[src/rtl/xbus_pkg.sv]
package xbus_pkg;
    typedef enum logic [2:0] {
        S_IDLE,
        S_PRE,
        S_ADDR,
        S_HOLD,
        S_STRB
    } xb_state_t;

    localparam int CFG_W   = 8;
    localparam int EN_BIT  = 7;
    localparam int LIM_LSB = 4;
    localparam int LIM_W   = 3;
    localparam int UW_LSB  = 2;
    localparam int LW_LSB  = 0;
    localparam int WS_W    = 2;
    localparam logic [WS_W-1:0] WS_PRE_CODE = '1;
endpackage

[src/rtl/xbus_cfg.sv]
module xbus_cfg
    import xbus_pkg::*;
#(
    parameter int AW = 16
) (
    input  logic              clk,
    input  logic              rst_n,
    input  logic              cfg_we,
    input  logic [CFG_W-1:0]  cfg_wdata,
    input  logic [AW-1:0]     lookup_addr,
    output logic [CFG_W-1:0]  cfg_q,
    output logic              en,
    output logic [WS_W-1:0]   wait_code
);
    logic [LIM_W-1:0] lim;
    logic             upper;

    always_ff @(posedge clk) begin
        if (!rst_n)      cfg_q <= '0;
        else if (cfg_we) cfg_q <= cfg_wdata;
    end

    assign en    = cfg_q[EN_BIT];
    assign lim   = cfg_q[LIM_LSB +: LIM_W];
    // top bits of the address compared with the limit == addr >= lim*step
    assign upper = (lookup_addr[AW-1 -: LIM_W] >= lim);
    assign wait_code = upper ? cfg_q[UW_LSB +: WS_W] : cfg_q[LW_LSB +: WS_W];

    AST_CFG_LOAD: assert property (@(posedge clk) disable iff (!rst_n)
        cfg_we |=> cfg_q == $past(cfg_wdata));
endmodule

[src/rtl/xbus_fsm.sv]
module xbus_fsm
    import xbus_pkg::*;
#(
    parameter int AW = 16,
    parameter int DW = 8
) (
    input  logic            clk,
    input  logic            rst_n,
    input  logic            en,
    input  logic            req_valid,
    input  logic            req_write,
    input  logic [AW-1:0]   req_addr,
    input  logic [DW-1:0]   req_wdata,
    input  logic [WS_W-1:0] wait_code,
    input  logic [DW-1:0]   pad_ad_in,
    output xb_state_t       st,
    output logic [AW-1:0]   addr_q,
    output logic [DW-1:0]   wdata_q,
    output logic            write_q,
    output logic [DW-1:0]   rdata,
    output logic            rdata_valid
);
    xb_state_t       nxt;
    logic [WS_W-1:0] cnt;

    always_comb begin
        nxt = st;
        unique case (st)
            S_IDLE: if (req_valid)
                        nxt = (wait_code == WS_PRE_CODE) ? S_PRE : S_ADDR;
            S_PRE:  nxt = S_ADDR;
            S_ADDR: nxt = S_HOLD;
            S_HOLD: nxt = S_STRB;
            S_STRB: if (cnt == '0) nxt = S_IDLE;
            default: nxt = S_IDLE;
        endcase
        if (!en) nxt = S_IDLE;
    end

    always_ff @(posedge clk) begin
        if (!rst_n) begin
            st          <= S_IDLE;
            cnt         <= '0;
            addr_q      <= '0;
            wdata_q     <= '0;
            write_q     <= 1'b0;
            rdata       <= '0;
            rdata_valid <= 1'b0;
        end else begin
            st          <= nxt;
            rdata_valid <= 1'b0;
            if (st == S_IDLE && nxt != S_IDLE) begin
                addr_q  <= req_addr;
                wdata_q <= req_wdata;
                write_q <= req_write;
                cnt     <= wait_code;
            end
            if (st == S_STRB && cnt != '0)
                cnt <= cnt - 1'b1;
            if (st == S_STRB && nxt == S_IDLE && en && !write_q) begin
                rdata       <= pad_ad_in;
                rdata_valid <= 1'b1;
            end
        end
    end

    AST_ABORT_IDLE: assert property (@(posedge clk) disable iff (!rst_n)
        !en |=> st == S_IDLE);
    AST_PRE_TO_ADDR: assert property (@(posedge clk) disable iff (!rst_n)
        (st == S_PRE && en) |=> st == S_ADDR);
endmodule

[src/rtl/xbus_ctrl.sv]
module xbus_ctrl
    import xbus_pkg::*;
#(
    parameter int AW = 16,
    parameter int DW = 8
) (
    input  logic          clk,
    input  logic          rst_n,
    input  logic          cfg_we,
    input  logic [7:0]    cfg_wdata,
    output logic [7:0]    cfg_rdata,
    input  logic          req_valid,
    input  logic          req_write,
    input  logic [AW-1:0] req_addr,
    input  logic [DW-1:0] req_wdata,
    output logic          busy,
    output logic [DW-1:0] rdata,
    output logic          rdata_valid,
    input  logic [DW-1:0] gpio_ad_out,
    input  logic [DW-1:0] gpio_ad_oe,
    input  logic [AW-DW-1:0] gpio_ah_out,
    input  logic [AW-DW-1:0] gpio_ah_oe,
    input  logic [2:0]    gpio_ctl_out,
    input  logic [2:0]    gpio_ctl_oe,
    input  logic [DW-1:0] pad_ad_in,
    output logic [DW-1:0] pad_ad_out,
    output logic [DW-1:0] pad_ad_oe,
    output logic [AW-DW-1:0] pad_ah_out,
    output logic [AW-DW-1:0] pad_ah_oe,
    output logic          pad_ale,
    output logic          pad_wr_n,
    output logic          pad_rd_n,
    output logic [2:0]    pad_ctl_oe
);
    localparam int HW = AW - DW;

    logic            en;
    logic [WS_W-1:0] wait_code;
    xb_state_t       st;
    logic [AW-1:0]   addr_q;
    logic [DW-1:0]   wdata_q;
    logic            write_q;
    logic            ale_i, wr_i, rd_i, ad_drive;
    logic [DW-1:0]   ad_val;

    xbus_cfg #(.AW(AW)) u_cfg (
        .clk(clk), .rst_n(rst_n), .cfg_we(cfg_we), .cfg_wdata(cfg_wdata),
        .lookup_addr(req_addr), .cfg_q(cfg_rdata), .en(en), .wait_code(wait_code)
    );

    xbus_fsm #(.AW(AW), .DW(DW)) u_fsm (
        .clk(clk), .rst_n(rst_n), .en(en), .req_valid(req_valid),
        .req_write(req_write), .req_addr(req_addr), .req_wdata(req_wdata),
        .wait_code(wait_code), .pad_ad_in(pad_ad_in), .st(st),
        .addr_q(addr_q), .wdata_q(wdata_q), .write_q(write_q),
        .rdata(rdata), .rdata_valid(rdata_valid)
    );

    assign busy = (st != S_IDLE);

    // output process: bus phase decode, then pin override
    always_comb begin
        ale_i    = 1'b0;
        wr_i     = 1'b0;
        rd_i     = 1'b0;
        ad_drive = 1'b0;
        ad_val   = addr_q[DW-1:0];
        unique case (st)
            S_IDLE, S_PRE: ;
            S_ADDR: begin ale_i = 1'b1; ad_drive = 1'b1; end
            S_HOLD: ad_drive = 1'b1;
            S_STRB: begin
                ad_val   = wdata_q;
                ad_drive = write_q;
                wr_i     = write_q;
                rd_i     = !write_q;
            end
            default: ;
        endcase

        if (en) begin
            pad_ad_out = ad_val;
            pad_ad_oe  = {DW{ad_drive}};
            pad_ah_out = addr_q[AW-1:DW];
            pad_ah_oe  = {HW{1'b1}};
            pad_ale    = ale_i;
            pad_wr_n   = !wr_i;
            pad_rd_n   = !rd_i;
            pad_ctl_oe = 3'b111;
        end else begin
            pad_ad_out = gpio_ad_out;
            pad_ad_oe  = gpio_ad_oe;
            pad_ah_out = gpio_ah_out;
            pad_ah_oe  = gpio_ah_oe;
            pad_ale    = gpio_ctl_out[2];
            pad_wr_n   = gpio_ctl_out[1];
            pad_rd_n   = gpio_ctl_out[0];
            pad_ctl_oe = gpio_ctl_oe;
        end
    end

    AST_ONE_STROBE: assert property (@(posedge clk) disable iff (!rst_n)
        en |-> $countones({pad_ale, !pad_wr_n, !pad_rd_n}) <= 1);
    AST_ALE_BEFORE_STRB: assert property (@(posedge clk) disable iff (!rst_n)
        (en && $past(en) && ($fell(pad_rd_n) || $fell(pad_wr_n))) |-> !$past(pad_ale));
    AST_RDV_AFTER_RD: assert property (@(posedge clk) disable iff (!rst_n)
        rdata_valid |-> (pad_rd_n && $past(!pad_rd_n)));
    AST_HIGH_ADDR_HELD: assert property (@(posedge clk) disable iff (!rst_n)
        (en && $past(en) && busy && $past(busy)) |-> $stable(pad_ah_out));
endmodule

[config.mk]
export PLATFORM = sky130hd
export DESIGN_NAME = xbus_ctrl
export DESIGN_NICKNAME = d
export VERILOG_FILES = /design/src/rtl/xbus_pkg.sv /design/src/rtl/xbus_cfg.sv /design/src/rtl/xbus_fsm.sv /design/src/rtl/xbus_ctrl.sv
export SDC_FILE = /design/constraint.sdc
export NUM_CORES = 1
export LEC_CHECK = 0
export ABC_CLOCK_PERIOD_IN_PS = 2250
export BUFFER_PORTS_ARGS = -buffer_cell sky130_fd_sc_hd__buf_2
export CAP_MARGIN = 20
export CORE_ASPECT_RATIO = 0.8
export CORE_MARGIN = 1
export CORE_UTILIZATION = 35
export CTS_BUF_LIST = sky130_fd_sc_hd__clkbuf_4 sky130_fd_sc_hd__clkbuf_8
export DETAILED_ROUTE_END_ITERATION = 8
export PLACE_DENSITY = 0.65
export SYNTH_ARGS = -nofsm -noshare
export SYNTH_HDL_FRONTEND = slang
export SYNTH_SLANG_ARGS = --single-unit
export TNS_END_PERCENT = 1
[constraint.sdc]
create_clock -name clk -period 2.25 [get_ports clk]
set_input_delay 0.675 -clock clk [delete_from_list [all_inputs] [get_ports clk]]
set_output_delay 0.675 -clock clk [all_outputs]
set_load 0.02 [all_outputs]
* Yosys cells after proc, flatten, opt, wreduce, memory -nomap -nowiden
Index checks and enable logic that the tools add are counted.
Cells by class: reductions and logical operators 16, muxes and demuxes 22, magnitude comparators 1, add/sub/neg operators 1, equality and inequality tests 5
Operator list (count):
- $mux W8 | 5
- $pmux W3 S5 | 1
- $mux W3 | 4
- $mux W2 | 4
- $mux W1 | 7
- $eq A3 B2 Y1 const B | 2
- $logic_not A3 Y1 | 2
- $reduce_bool A3 Y1 | 2
- $logic_and A1 B1 Y1 | 5
- $reduce_bool A2 Y1 | 2
- $eq A3 B1 Y1 const B | 1
- $eq A3 B3 Y1 const B | 1
- $ge A3 B3 Y1 | 1
- $logic_not A1 Y1 | 3
- $eq A2 B2 Y1 const B | 1
- $logic_not A2 Y1 | 1
- $pmux W1 S2 | 1
- $reduce_or A2 Y1 | 1
- $sub A2 B1 Y2 const B | 1
Word-level totals: flip-flop bits (word level) 47, logic and storage cells 53, output and inout port bits 56

* Longest topological paths before layout
Gate-level depths: netlist of run 1.
depth after elaboration 12, mapped depth 7, gate-level depth less buffers 6

* Modules after synthesis
Synthesis of run 1 repeated with hierarchy kept, for this count alone.
Second synthesis, totals: cell total of the unflattened synthesis 298, area, all modules 2447.3 µm²
Modules (own cells, without submodules):
- xbus_fsm | instances 1, area each 1554.0 µm², cells each 183, seq. area each 780.7 µm²
- xbus_ctrl | instances 1, area each 486.7 µm², cells each 77, seq. area each 0.0 µm²
- xbus_cfg | instances 1, area each 406.6 µm², cells each 38, seq. area each 160.2 µm²

* Worst setup path after synthesis of run 1
Ideal clock, no wire load.
kind register to output, from register u_fsm.st[1], to output port pad_ad_oe[0], data arrival time 1.296 ns, path buffers 1, cell stages (with the launch flop) 6, slack 0.279 ns, cells stage by stage dfxtp_1 > nor3b_1 > buf_4 > and2_1 > o21ai_2 > o21ai_0
On the way: cells in the longest elaborated chain, start to end 4, elaborated cells between the ends (all ways) 6, classes of those cells 3 x eq/ne; 2 x mux; 1 x reduce/logical
RTL lines:
- from (decl) | line xbus_fsm.sv:16 | output xb_state_t st,
- from (signal assigned) | line xbus_fsm.sv:50 | st <= nxt;
- $eq A3 B2 Y1 | line xbus_ctrl.sv:68 | unique case (st)
- $reduce_or A2 Y1 (no line)
- $pmux W1 S2 * | line xbus_ctrl.sv:68
- $mux W8 * | line xbus_ctrl.sv:81 | if (en) begin
- to (decl) | line xbus_ctrl.sv:27 | output logic [DW-1:0] pad_ad_oe,
Mark *: on every way between the ends. The rest lies on a longest branch, timed or not.

* Worst setup path after layout of run 1
from register u_fsm.st[2], to output port pad_ad_out[2]
On the way: cells in the longest elaborated chain, start to end 3
RTL lines:
- $eq A3 B3 Y1 | line xbus_ctrl.sv:68
- $mux W8 | line xbus_ctrl.sv:68
- $mux W8 | line xbus_ctrl.sv:81
- to (decl) | line xbus_ctrl.sv:26 | output logic [DW-1:0] pad_ad_out,
Every way passes these cells.

==> results of run 1 <==
==> cell type report <==
| type | instances | area [µm²] |
|---|---|---|
| Multi-Input combinational cell | 207 | 1350 |
| Fill cell | 672 | 3280 |
| Clock inverter | 3 | 15.0 |
| Sequential cell | 47 | 947 |
| Clock buffer | 5 | 68.8 |
| Inverter | 14 | 52.6 |
| Tap cell | 84 | 105 |
| Timing Repair Buffer | 145 | 762 |
==> worst max-delay path, delay by kind of cell, from the launching register on <==
| kind | cells | cell delay [ns] |
|---|---|---|
| flip-flops | 1 | 0.38 |
| buffers and inverters | 2 | 0.36 |
| AND/OR/NAND/NOR | 1 | 0.22 |
| multiplexers | 1 | 0.20 |
| AO/OA/AOI/OAI | 1 | 0.08 |
==> flip-flops by register name, indices dropped and copies added (netlist names) <==
signal             cells
u_fsm.wdata_q          8
u_fsm.rdata_valid      1
u_fsm.addr_q          16
u_cfg.cfg_q            8
u_fsm.cnt              2
u_fsm.write_q          1
u_fsm.rdata            8
u_fsm.st               3
==> synthesized netlist by cell type <==
cell type	n	share of area
sky130_fd_sc_hd__mux2i_1	26	0.11
sky130_fd_sc_hd__a211oi_1	1	0.0031
sky130_fd_sc_hd__mux2_2	10	0.046
sky130_fd_sc_hd__o41a_1	1	0.0046
sky130_fd_sc_hd__buf_6	4	0.018
sky130_fd_sc_hd__nand2b_1	2	0.0051
sky130_fd_sc_hd__nor2b_1	19	0.049
sky130_fd_sc_hd__buf_4	3	0.0092
sky130_fd_sc_hd__and2_1	2	0.0051
sky130_fd_sc_hd__nor2_1	11	0.017
sky130_fd_sc_hd__nand4_1	2	0.0051
sky130_fd_sc_hd__o21ai_0	9	0.018
sky130_fd_sc_hd__nor3b_1	1	0.0031
sky130_fd_sc_hd__buf_2	3	0.0061
sky130_fd_sc_hd__inv_1	14	0.022
sky130_fd_sc_hd__a21oi_1	12	0.025
sky130_fd_sc_hd__a21boi_0	5	0.015
sky130_fd_sc_hd__nor4b_2	1	0.0061
sky130_fd_sc_hd__o21ai_1	1	0.0020
sky130_fd_sc_hd__nor3_1	1	0.0020
sky130_fd_sc_hd__nand2_1	60	0.092
sky130_fd_sc_hd__or2_2	11	0.028
sky130_fd_sc_hd__a21boi_1	20	0.062
sky130_fd_sc_hd__ha_1	4	0.021
sky130_fd_sc_hd__o221ai_1	2	0.0072
sky130_fd_sc_hd__o21ai_2	1	0.0036
sky130_fd_sc_hd__clkbuf_1	11	0.017
sky130_fd_sc_hd__nor3_2	1	0.0041
sky130_fd_sc_hd__nand3_2	1	0.0041
sky130_fd_sc_hd__and3_1	3	0.0077
sky130_fd_sc_hd__dfxtp_1	47	0.39
==> worst max-delay path by stage <==
stage          slack (ns)             to
6_report             0.02  pad_ad_out[2]
2_1_floorplan        0.28   pad_ad_oe[0]
4_1_cts             -0.02        pad_ale
5_1_grt             -0.08  pad_ad_out[4]
3_3_place_gp         0.20    u_fsm.st[0]
3_5_place_dp         0.12    u_fsm.st[0]
==> cells by family after synthesis <==
group / count (synthesis) / share of synthesized area
adder cells (fa/ha/maj): 4 / 0.0205
buffers and inverters: 35 / 0.0723
AND/OR/NAND/NOR: 115 / 0.229
multiplexers: 36 / 0.153
AO/OA/AOI/OAI: 52 / 0.140
flip-flops: 47 / 0.385
==> timing repair <==
action                                  CTS  global route
endpoints found under the setup margin   17            17
gates resized for setup                   6             3
pin swaps                                 1             1
setup buffers                             0             2
==> through the flow <==
step / TNS [ns] / util
floorplan: 0 / -
global placement: 0 / 0.482
detailed placement: 0 / 0.482
CTS: -0.0480 / 0.498
global route: -0.883 / 0.502
finish: 0 / 0.502
==> where the power goes <==
part           switching, mW  internal, mW
combinational          0.208         0.170
sequential            0.0155         0.853
clock                  0.283         0.213
total                  0.506          1.24
==> metal layers <==
layer / vias to the layer above / global-route usage / wire length (µm)
met4: 0 / 0.0448 / 53
met1: 1019 / 0.205 / 2830
met5: - / 0 / 0
li1: 1214 / - / -
met3: 8 / 0.0347 / 352
met2: 66 / 0.269 / 2710
==> flow_results.org, run 1 <==
** Status
- The run finished with clean final reports.

** Route
- Total wire length after detailed routing :: about 5900 µm
- The detailed router finished its first iteration with 55 violations.
- DRT antenna net count :: 0
- Drt wl/cell :: roughly 12 µm
- Detailed-router iteration count before antenna repair :: 4
- Per-cell via count in the routed design :: around 4.6
- In the routed design, unresolved DRC markers number 0.
- Total via count after detailed routing :: approximately 2.3k

** Floorplan
- The die covers approximately 7300 µm².
- The die is roughly 95 µm wide.
- The total area inside the core boundary comes to approximately 6600 µm².
- approximately 140 I/O pins were placed.
- Starting density of the core :: 0.371
- Die height :: 76.7 µm
- Number of placement rows :: 26

** Logic synthesis
- Cell area after synthesis :: ~2400 µm²
- Number of synthesis warnings :: 0
- For this run, the register share of the synthesized area comes to 0.385.
- Seq cells post-synth :: between 40 and 50
- The number of nets in the synthesized netlist is 376.
- Count of distinct cell types in the synthesized netlist :: 31
- Mean Syn Cell Area :: about 8.4 µm²
- The cell count after synthesis came out at 289.

** Power and ir drop
- Leakage power :: between 1.5 and 2 nW
- In this run the power density over the cells is roughly 530 nW/µm².
- The worst-case IR drop observed on VDD is 0.268 mV.
- Overall power :: roughly 1.7 mW

** Global route
- Grt total ovfl :: 0
- Number of antenna violations at the first check in global routing :: 0
- First-pass GRT wire length :: between 9000 and 10000 µm
- Largest net degree at the start of global routing :: 54
- The via count of the first global-routing pass is approximately 2.1k.
- In the global route stage, overall resource usage came out at 0.160.

** Worst setup path
- Startpoint types :: register
- Worst path slowest cell :: sky130_fd_sc_hd__dfxtp_4
- Cell count of the worst reg-to-reg path :: 5
- Delay of the slowest critical-path stage :: roughly 0.38 ns
- The worst register-to-register path has a setup slack of around 0.4 ns.
- At the worst endpoint, the arrival time is between 1.5 and 2 ns.
- For the worst setup path, the data required time is 1.57 ns.
- Worst-path fanout max :: 8
- In this run the worst setup path begins at u_fsm.st[2].
- Critical path capture point type :: primary output
- Capturing point of the worst reg2reg path :: u_fsm.rdata[6]
- The worst register-to-register path begins at u_fsm.st[0].
- By startpoint and endpoint, the worst setup path is classified as reg2out.
- Cell-by-cell trace of the critical path :: nor3b_4 -> buf_6 -> mux2i_1 -> a21oi_1 -> buf_2

** Min path
- Hold Path Stages :: 2
- The path with the worst hold slack has its endpoint at u_fsm.addr_q[4].
- HP Class :: reg2reg
- The startpoint identified for the worst hold timing path is u_fsm.addr_q[4].

** STA
- Headroom to the max-slew limit came out at 0.628.
- Setup clock skew after layout :: around 0.007 ns
- Maximum clock frequency :: about 0.45 GHz
- In the post-route analysis, the smallest setup slack over all paths is between 0.015 and 0.02 ns.
- Minimum clock period after layout :: approximately 2.2 ns
- In the finished design, the share of the clock period the worst path needs comes to 0.991.
- Worst slew pin tran :: about 0.56 ns
- Setup repair after global routing could not meet its margin everywhere.
- Final max-slew violation count :: 0
- Count of endpoints failing hold in the final timing report :: 0
- Final hold slack :: around 0.45 ns
- Setup violations remaining at the end of the flow were counted as 0.

** Placed design
- The congestion estimate from routability-driven global placement came to 0.757.
- Number of placed instances, taps included :: a little under 500
- Buffers added on ports :: 138
- Once placement finished, the instance area stood at 3170 µm².
- OpenSTA, run right after detailed placement, puts the worst setup slack at approximately 0.12 ns.
- DP HPWL :: around 4300 µm

** Layout
- The net count of the finished layout is ~510.
- Fraction of final layout cells with drive strength greater than 1 :: 0.435
- The library cell used most frequently in the layout, excluding fill and tap cells, is sky130_fd_sc_hd__buf_2.
- The number of antenna diodes in the final layout is 0.
- Final design area excluding fillers :: roughly 3300 µm²
- Relative to the synthesized area, the layout overhead comes to 35.0%.
- Number of standard cells in the final layout excluding fillers :: 505
- Leaving out fill and tap cells, the most frequent cells in the layout are sky130_fd_sc_hd__buf_2, sky130_fd_sc_hd__nand2_1, sky130_fd_sc_hd__dfxtp_1.

** CTS
- Number of levels in the clock H-tree :: 2
- Clock Tree Root :: sky130_fd_sc_hd__clkbuf_8
- TritonCTS built the clock tree.
- Latest clock arrival within the worst-skew pair :: ~0.30 ns
- CTS max path bufs :: 2
- Number of hold buffers added after cts :: 0
- CTS sink cnt :: 47
- Clock slew seen by the registers of the worst setup and hold paths :: roughly 0.090 ns
- TritonCTS created 5 clock buffers.

** Job
- Max capacitance violation total :: 0
Note: power is estimated with default switching activity, not from simulation.
==> inputs of run 2 (changes only) <==
ABC_AREA = 1   (was unset)
CTS_CLUSTER_DIAMETER = 120   (was unset)
PLACE_DENSITY = 0.66   (was 0.65)
==> run 2 against run 1 <==
Compared with the run above: utilization grew 2.9 points; count of clock-buffer cells in the layout grew 3; routed wire length grew 9.8%; power grew 13%; highest routed layer unchanged; die area shrank 3.8%; worst hold slack gained 0.024 ns; critical path depth grew 2; critical path type unchanged; clock skew is essentially flat; clock power grew 13%; sequential cell count is the same.
==> flow_results.org, run 2 <==
** Worst setup path
- The path type of the worst setup path is reg2out (unchanged).
- Worst-path fanout max :: 9 (was 8)
- The slowest cell on the critical path is sky130_fd_sc_hd__dfxtp_4 (unchanged).
- The largest incremental delay on the critical path came to 0.37 ns (was 0.38 ns).
- Most numerous cell on the critical path :: sky130_fd_sc_hd__o21ai_0
- The category of the worst setup path capture point is a primary output (unchanged).
- The worst path required time was 1.57 ns (about the same).
- Startpoint types :: register (unchanged)
- Cell-by-cell trace of the critical path :: nor2_4 -> inv_2 -> nor2_8 -> buf_6 -> o21ai_0 -> o21ai_0 -> buf_2 (was nor3b_4 -> buf_6 -> mux2i_1 -> a21oi_1 -> buf_2)
- The register-to-register setup slack is 0.22 ns (was 0.40 ns).
- Critical path data arrival time :: 1.49 ns (was 1.56 ns)

** STA
- Unrepaired setup endpoints after global routing :: no (was yes)
- The worst slew margin relative to its limit is 0.711 (was 0.628).
- Setup TNS after final layout :: 0 ns (unchanged)
- Fin crit share :: 0.964 (was 0.991)
- Final hold slack :: 0.479 ns (was 0.454 ns)
- Worst slew pin tran :: 0.433 ns (was 0.557 ns)
- The final hold violation count came to 0 (unchanged).
- The highest clock rate was 0.461 GHz (was 0.448 GHz).
- Final setup violation count :: 0 (unchanged)
- The final setup skew is 0.00682 ns (was 0.00697 ns).
- The total count of max-transition violations in the final report came to 0 (unchanged).
- Minimum clock period after layout :: 2.17 ns (was 2.23 ns)

** CTS
- The clock-pin slew on the worst setup and hold paths is 0.08 ns (was 0.09 ns).
- Number of hold buffers added after cts :: 0 (unchanged)
- The insertion delay to the later sink of the worst-skew pair is 0.30 ns (about the same).
- CTS max path bufs :: 2 (unchanged)
- The root buffer cell was sky130_fd_sc_hd__clkbuf_8 (unchanged).
- The number of buffers added by the clock tree synthesis step was 5 (unchanged).
- The clock tree from TritonCTS is built (unchanged).
- The CTS H-tree depth was 2 (unchanged).
- The number of clock sinks is 47 (unchanged).

** Placed design
- Buffers added on ports :: 138 (unchanged)
- Instance area after placement :: 3130 µm² (was 3170 µm²)
- DP HPWL :: 4870 µm (was 4350 µm)
- The routability congestion estimate came to 0.765 (was 0.757).

** Global route
- Total track usage :: 0.178 (was 0.160)
- The number of antenna violations at the first check in global routing came to 0 (unchanged).
- Largest net degree at the start of global routing :: 30 (was 54)
- The via count of the first global-routing pass is 2190 (was 2083).
- The final global-route overflow total is 0 (unchanged).
- The wire length of the first global-routing pass is 9730 µm (was 9360 µm).

** Floorplan
- I/O pin count :: 139 (unchanged)
- Horizontal die dimension :: 93.5 µm (was 95.4 µm)
- The starting density of the core came to 0.364 (was 0.371).
- Area of the placeable core :: 6440 µm² (was 6570 µm²)
- Total die area :: 7030 µm² (was 7310 µm²)
- Number of placement rows :: 26 (unchanged)
- The height of the die is 75.2 µm (was 76.7 µm).

** Logic synthesis
- The number of enable-type register cells in the synthesized netlist is 0 (unchanged).
- The flip-flop and latch count after synthesis came to 47 (unchanged).
- Top cells by area in the synthesized netlist :: sky130_fd_sc_hd__dfxtp_1, sky130_fd_sc_hd__nor2_1, sky130_fd_sc_hd__nand2_1, sky130_fd_sc_hd__o21ai_0, sky130_fd_sc_hd__o21ai_1 (was sky130_fd_sc_hd__dfxtp_1, sky130_fd_sc_hd__mux2i_1, sky130_fd_sc_hd__nand2_1, sky130_fd_sc_hd__a21boi_1, sky130_fd_sc_hd__nor2b_1)
- Top post-synthesis cells by count :: sky130_fd_sc_hd__nor2_1, sky130_fd_sc_hd__nand2_1, sky130_fd_sc_hd__dfxtp_1 (was sky130_fd_sc_hd__nand2_1, sky130_fd_sc_hd__dfxtp_1, sky130_fd_sc_hd__mux2i_1)
- The post-synthesis area per instance is 6.78 µm² (was 8.45 µm²).
- Number of synthesis warnings :: 0 (unchanged)
- The netlist area before placement came to 2340 µm² (was 2440 µm²).
- Top FF cell, synth :: sky130_fd_sc_hd__dfxtp_1 (unchanged)
- The area fraction of the dominant cell type after synthesis was 0.401 (was 0.385).
- Cell with the most instances after synthesis :: sky130_fd_sc_hd__nor2_1 (was sky130_fd_sc_hd__nand2_1)
- The distinct cell type count after synthesis came to 28 (was 31).
- The synthesized instance count is 346 (was 289).
- Ys async rst share :: 0 (unchanged)
- Synthesized netlist net count :: 433 (was 376)
- The leading area contributor after synthesis was sky130_fd_sc_hd__dfxtp_1 (unchanged).
- Sequential fraction of the synthesis area :: 0.401 (was 0.385)

** Route
- Total wire length after detailed routing :: 6530 µm (was 5940 µm)
- Drt wl/cell :: 11.4 µm (was 11.8 µm)
- Detailed-router iteration count before antenna repair :: 4 (unchanged)
- The number of DRC markers in iteration 0 came to 78 (was 55).
- # DRC :: 0 (unchanged)
- DRT antenna net count :: 0 (unchanged)
- Per-cell via count in the routed design :: 4.63 (was 4.57)
- The routed via count is 2656 (was 2307).

** Min path
- The class of the worst hold path is reg2reg (unchanged).

** Status
- Run status :: complete, no violations (unchanged)

** Layout
- Register with the most flip-flops :: u_fsm.addr_q (unchanged)
- Fraction of final layout cells with drive strength greater than 1 :: 0.427 (was 0.435)
- The count of antenna diodes in the layout came to 0 (unchanged).
- Multi-input logic area :: 1310 µm² (was 1350 µm²)
- FILL cells :: 668 (was 672)
- Highest-count cells in the layout ignoring fill and taps :: sky130_fd_sc_hd__buf_2, sky130_fd_sc_hd__nor2_1, sky130_fd_sc_hd__nand2_1 (was sky130_fd_sc_hd__buf_2, sky130_fd_sc_hd__nand2_1, sky130_fd_sc_hd__dfxtp_1)
- The area occupied by registers is 946 µm² (was 947 µm²).
- The number of flip-flops under the largest register name was 16 (unchanged).
- Number of nets in the finished design :: 576 (was 507)
- The leading cell type in the layout, fill and taps excluded is sky130_fd_sc_hd__buf_2 (unchanged).
- Area growth, synth to finish :: 45.6% (was 35.0%)
- Final design area excluding fillers :: 3410 µm² (was 3300 µm²)

** Power and ir drop
- Power per standard cell area :: 576 nW/µm² (was 529 nW/µm²)
- The largest voltage drop on the vdd net came to 0.284 mV (was 0.268 mV).
- Overall power :: 1.97 mW (was 1.74 mW)
- The static leakage is 1.74 nW (was 1.53 nW).

** Job
- The max-cap check violation count was 0 (unchanged).
## run 2: cell count changes after synthesis, moves of 5 or more
cell and change:
sky130_fd_sc_hd__mux2i_1 -26, sky130_fd_sc_hd__a21boi_1 -20, sky130_fd_sc_hd__nand2_1 +6, sky130_fd_sc_hd__nand3_1 +5
sky130_fd_sc_hd__mux2_2 -10, sky130_fd_sc_hd__a21boi_0 -5, sky130_fd_sc_hd__nor2b_1 -19, sky130_fd_sc_hd__nor2_1 +85
sky130_fd_sc_hd__a21oi_1 -7, sky130_fd_sc_hd__inv_2 +5, sky130_fd_sc_hd__o21ai_0 +31, sky130_fd_sc_hd__nand2_2 +7
sky130_fd_sc_hd__o21ai_1 +17
## run 2: power by group
| part | leakage, nW | switching, mW | internal [mW] |
|---|---|---|---|
| combinational | 1.30 | 0.289 | 0.211 |
| sequential | 0.385 | 0.0269 | 0.879 |
| clock | 0.0549 | 0.267 | 0.293 |
## run 2: critical path: cells and delay by family, from the launching register on
kind	cells	cell delay, ns
DFF	1	0.37
buffers and inverters	3	0.42
and+or+nand+nor	2	0.17
AOI/OAI and AO/OA	2	0.25
## run 2: kinds of logic after synthesis
| family | Yosys count | share of synthesized area |
|---|---|---|
| simple gates | 192 | 0.351 |
| fa+ha+maj | 4 | 0.0213 |
| flops | 47 | 0.401 |
| compound gates | 68 | 0.152 |
| buf+inv | 35 | 0.0742 |
## run 2: timing repair
item | 4_1_cts | 5_1_grt
endpoints found under the setup margin | 15 | 52
pin swaps | 1 | 3
gates resized for setup | 1 | 49
setup buffers | 1 | 2
## run 2: area by class of cell
cell class,instances,area share
Clock buffer,8,0.0304
Inverter,18,0.0235
Multi-Input combinational cell,264,0.384
Sequential cell,47,0.277
Tap cell,84,0.0308
Timing Repair Buffer,153,0.254
## run 2: worst paths after layout
path	startpoint	endpoint	cells past startpoint
hold / removal	u_fsm.addr_q[2]	u_fsm.addr_q[2]	2
hold reg to reg	u_fsm.addr_q[2]	u_fsm.addr_q[2]	2
setup reg to reg	u_cfg.cfg_q[6]	u_fsm.cnt[0]	18
setup / recovery	u_fsm.st[1]	pad_ad_out[4]	7
## run 2: stage by stage
| stage | utilization | instances | setup WS (ns) |
|---|---|---|---|
| 6_report | 0.530 | 574 | 0.0808 |
| 5_1_grt | 0.530 | 574 | 0.00330 |
| 4_1_cts | 0.503 | 572 | 0.00783 |
| 3_5_place_dp | 0.486 | 563 | -0.276 |
| 3_3_place_gp | 0.486 | 563 | -0.225 |
| 2_1_floorplan | - | 346 | 0.0802 |
## run 2: metal layers
layer  part of all wire  track usage  wire length [µm]
met3              0.070       0.0465               454
met4              0.015       0.0650               100
met2               0.48        0.318              3160
met1               0.43        0.210              2810
met5                  0            0                 0
